$ cat config.mk
export PLATFORM = sky130hd
export DESIGN_NAME = irq_collector
export DESIGN_NICKNAME = d
export VERILOG_FILES = /design/src/rtl/irq_collector.sv
export SDC_FILE = /design/constraint.sdc
export NUM_CORES = 1
export LEC_CHECK = 0
export ABC_AREA = 1
export BUFFER_PORTS_ARGS = -buffer_cell sky130_fd_sc_hd__buf_2
export CAP_MARGIN = 0
export CORE_ASPECT_RATIO = 0.75
export CORE_MARGIN = 2
export CORE_UTILIZATION = 57
export DETAILED_ROUTE_END_ITERATION = 8
export PLACE_DENSITY = 0.79
export SYNTH_ARGS = -nofsm -noshare
export SYNTH_HDL_FRONTEND = slang
export SYNTH_SLANG_ARGS = --single-unit
$ cat constraint.sdc
create_clock -name clk -period 1.8 [get_ports clk]
set_input_delay 0.36 -clock clk [delete_from_list [all_inputs] [get_ports clk]]
set_output_delay 0.36 -clock clk [all_outputs]
set_load 0.01 [all_outputs]
$ cat src/rtl/irq_collector.sv
module irq_collector #(
  parameter int NUM_CAT    = 5,
  parameter int EV_PER_CAT = 8,
  parameter int NUM_PINS   = 2,
  parameter int ADDR_W     = 4,
  parameter int SEL_W      = 3
) (
  input  logic                           clk,
  input  logic                           rst_n,
  input  logic [NUM_CAT*EV_PER_CAT-1:0]  evt,
  input  logic                           wr_en,
  input  logic [ADDR_W-1:0]              wr_addr,
  input  logic [EV_PER_CAT-1:0]          wr_data,
  input  logic [ADDR_W-1:0]              rd_addr,
  output logic [EV_PER_CAT-1:0]          rd_data,
  output logic [NUM_PINS-1:0]            irq
);
  localparam int NUM_EV    = NUM_CAT * EV_PER_CAT;
  localparam int MASK_BASE = NUM_CAT;
  localparam int SEL_BASE  = 2 * NUM_CAT;

  logic [NUM_EV-1:0]         mon, mask, prev, cond, clr;
  logic [NUM_CAT-1:0]        cat_any;
  logic [NUM_PINS*SEL_W-1:0] sel;

  assign cond = evt & mask;

  genvar c, p;
  generate
    for (c = 0; c < NUM_CAT; c++) begin : g_cat
      assign clr[c*EV_PER_CAT +: EV_PER_CAT] =
        (wr_en && wr_addr == ADDR_W'(c)) ? wr_data : '0;
      assign cat_any[c] = |mon[c*EV_PER_CAT +: EV_PER_CAT];
    end
    for (p = 0; p < NUM_PINS; p++) begin : g_pin
      logic [SEL_W-1:0] s;
      assign s = sel[p*SEL_W +: SEL_W];
      assign irq[p] = (s >= SEL_W'(NUM_CAT)) ? |mon : cat_any[s];
      a_r9_pin_needs_bit: assert property (@(posedge clk) disable iff (!rst_n)
        irq[p] |-> (mon != '0));
    end
  endgenerate

  always_ff @(posedge clk or negedge rst_n) begin
    if (!rst_n) begin
      mon  <= '0;
      prev <= '0;
      mask <= '0;
      sel  <= '1;
    end else begin
      mon  <= (mon & ~clr) | (cond & ~prev);
      prev <= cond;
      for (int i = 0; i < NUM_CAT; i++)
        if (wr_en && wr_addr == ADDR_W'(MASK_BASE + i))
          mask[i*EV_PER_CAT +: EV_PER_CAT] <= wr_data;
      for (int j = 0; j < NUM_PINS; j++)
        if (wr_en && wr_addr == ADDR_W'(SEL_BASE + j))
          sel[j*SEL_W +: SEL_W] <= wr_data[SEL_W-1:0];
    end
  end

  always_comb begin
    rd_data = '0;
    for (int i = 0; i < NUM_CAT; i++) begin
      if (rd_addr == ADDR_W'(i))             rd_data = mon[i*EV_PER_CAT +: EV_PER_CAT];
      if (rd_addr == ADDR_W'(MASK_BASE + i)) rd_data = mask[i*EV_PER_CAT +: EV_PER_CAT];
    end
    for (int j = 0; j < NUM_PINS; j++)
      if (rd_addr == ADDR_W'(SEL_BASE + j)) rd_data[SEL_W-1:0] = sel[j*SEL_W +: SEL_W];
  end

  a_r2_rise_needs_cond: assert property (@(posedge clk) disable iff (!rst_n)
    (mon & ~$past(mon) & ~$past(evt & mask)) == '0);

  a_r6_fall_needs_clear: assert property (@(posedge clk) disable iff (!rst_n)
    (($past(mon) & ~mon) != '0) |-> $past(wr_en && wr_addr < ADDR_W'(NUM_CAT)));

  a_r5_mask_write_keeps: assert property (@(posedge clk) disable iff (!rst_n)
    $past(wr_en && wr_addr >= ADDR_W'(NUM_CAT)) |-> (($past(mon) & ~mon) == '0));
endmodule

==> impl_metrics.yaml <==
cells_and_area:
  layout-drive-gt1-share_pct: 27.5
  synthToLayoutAreaGrowth_pct: 32.4
  fin_nets: 825
  stdcell_area_sq_um: 7200
  n_antenna_cell: 0
  utilization_pct: 78.7
sta:
  max-slew-margin-rel_pct: 65.7
  worst_slew_pin_slew_ns: 0.511
  clock.fmax_ghz: 0.434
  fin_ws_ns: -0.502
  hold_viol: 0
  min_period_ns: 2.30
  skew_ns: 0.00675
  fin_crit_sh_pct: 128
  setup_violations: 10
  setup_tns_ns: -3.15
  rsz0062_at_grt: "true"
  fin_hold_ws_ns: 0.146
  slew_violations: 0
detailed_routing:
  vias: 5199
  ant_nets: 0
  wl_per_cell_microns: 18.4
  drt_iter0_markers: 634
  drt-total-wl_microns: 16700
  drc: 0
  first_pass_iters: 5
  viasPerCell: 5.73
floorplanning:
  start_util_pct: 59.4
  core_sq_um: 9160
  die_w_microns: 117
  die_area_sq_um: 10400
  die_height_microns: 88.6
  num_rows: 30
  boundaryPins: 69
clocking:
  cts_buffer_depth: 2
  worstSkewPairLatency_ns: 0.42
  clock_sink_count: 126
  clkTransAtPathRegs_ns: 0.06
  cts.root.buffer_cell: "clkbuf_16"
  htreeDepth: 4
  cts_tree: "yes"
  cts_made_buffers: 17
outcome:
  violations: "negative setup slack"
  status: "finished with violations"
power_and_ir_drop:
  p_sw_share_pct: 28.2
  peakVddDrop_mv: 0.847
  p_leak_uw: 0.00356
  combPwrFrac_pct: 14.2
  seqPwrFrac_pct: 43.0
  power.internal_uw: 6140
  power.switching_uw: 2410
  power_density_nw_per_um2: 1190
  power_frac_clock_pct: 42.8
global_routing:
  grt_antenna_before_repair: 0
  grt_pass1_vias: 4982
  track_usage_pct: 34.1
  grt_first_pass_wirelength_microns: 25900
  grt_max_degree: 45
  overflow: 0
placement:
  gp_congestion: 1.03
  place_area_sq_um: 6230
  numPortBuffers: 68
  place_hpwl_microns: 10900
synthesis:
  synth_common_cells: "141 x nand2_1, 120 x dfrtp_1, 101 x o21ai_0"
  ys_ff_latch: 126
  ys_warn_count: 0
  syn_avg_cell_area_sq_um: 8.50
  netlist_top_cells_area: "dfrtp_1 55%, nand2_1 9.7%, o21ai_0 9.3%"
  synth-edff-count: 0
  synth_ff_type: "dfrtp_1"
  synth_most_common_cell: "nand2_1"
  syn_nets: 699
  ys_seq_area_share_pct: 58.1
  yosys.area.top_type_share_pct: 55.2
  syn_area_sq_um: 5440
  yosysTopAreaCell: "dfrtp_1"
  netlist_instances: 640
  async_flop_share_pct: 100
  yosysUniqueCellTypes: 26
worst_setup_path:
  r2r-start: "mon[7]"
  cpPeakStageDelay_ns: 0.44
  path_buf_inv: 1
  r2r_setup_slack_ns: 0.80
  crit_arrival_ns: 1.94
  crit_type: "flip-flop to primary output"
  worst_setup_path_end_kind: "primary output"
  r2r_end: "mon[7]"
  slowest_stage: "nor4_1"
  crit_required_ns: 1.44
  critPathMaxFanout: 3
  rr_worst_depth: 4
  crit_chain: "nor4_1 -> and2_4 -> nand2_1 -> nand3_2 -> nand2_1 -> nand2_1 -> nand2_1 -> buf_2"
  startpoint_type: "flip-flop"
  cp_common_cell: "nand2_1"
  cp_top_family: "simple AND/OR/NAND/NOR gates"
worst_hold_path:
  hold_start: "evt[4]"
  hold_path.class: "input pin to flip-flop"
  hold_end: "prev[4]"
  whs_path_depth: 3
job:
  maxCapViolations: 0
==> routing by layer <==
metal  vias to the layer above  routed length (microns)  GRT usage, %  part of all wire [%]
met5                         -                        0             0                     0
met4                         0                      550          11.3                   3.3
met3                        64                     1850          10.1                    11
met2                       331                     7410          51.3                    44
met1                      2462                     6880          48.1                    41
li1                       2342                        -             -                     -
==> worst register-to-register path: cells and delay by family (launching register included) <==
family / cells / cell delay [ns]
AOI/OAI and AO/OA: 2 / 0.23
DFF: 1 / 0.39
buffers and inverters: 2 / 0.25
==> cell type report <==
class	instances	area, sq um
multi-input combinational	423	2170
sequential	126	3160
clock inverter	15	209
inverter	85	319
clock buffer	17	425
tap	128	160
timing repair buffer	113	761
fill	615	1950
==> kinds of logic (layout without fill, tap and decap cells) <==
logic type / count (synthesis) / count (layout) / synth area share [%]
buffers and inverters: 91 / 230 / 6.76
AO/OA/AOI/OAI: 146 / 146 / 13.6
AND/OR/NAND/NOR: 277 / 277 / 21.6
flip-flops: 126 / 126 / 58.1
==> power groups by stage <==
stage / clock network (uW) / registers (uW) / logic [uW]
floorplan: 0 / 3570 / 611
global placement: 0 / 3670 / 1010
detailed placement: 0 / 3680 / 1060
CTS: 3670 / 3650 / 1140
global route: 3810 / 3710 / 1360
finish: 3660 / 3680 / 1210
==> worst max path at each step <==
stage,cells past startpoint,slack (ns),start,end
after global routing,8,-0.62,mon[4],irq[0]
after CTS,8,-0.39,mon[13],irq[0]
final,8,-0.50,mon[4],irq[0]
after floorplan,9,0.14,rd_addr[2],rd_data[1]
after detailed placement,11,-0.26,rd_addr[0],rd_data[6]
after global placement,11,-0.18,rd_addr[0],rd_data[6]
==> flip-flops by register name, summed over array words and instances, names as in the netlist <==
signal / count
mon: 40
prev: 40
mask: 40
sel: 6
==> through the flow <==
stage / std cells / worst slack [ns] / total power [uW]
6_report: 907 / -0.502 / 8550
5_1_grt: 907 / -0.621 / 8890
4_1_cts: 906 / -0.386 / 8460
3_5_place_dp: 871 / -0.265 / 4730
3_3_place_gp: 871 / -0.181 / 4680
2_1_floorplan: 640 / 0.140 / 4180
==> cell usage in the layout, fill, tap and decap left out, types with 9 or more instances in the layout <==
master     count
dfrtp_1      120
o21ai_0       98
buf_2         64
nand2_2       11
nand4_1       13
nand2_1      127
inv_1         76
buf_4         33
nand3_2       17
buf_6         12
nand3_1       14
nor2_2         9
nor2_1        64
clkbuf_16     17
a21oi_1       37
==> what timing repair did <==
action,in CTS,in global routing
endpoints found under the hold margin,17,0
hold buffers,1,0
pin swaps,27,31
setup buffers,2,2
resized for setup,45,37
endpoints found under the setup margin,10,10
Power figures use the tool's default switching activity.
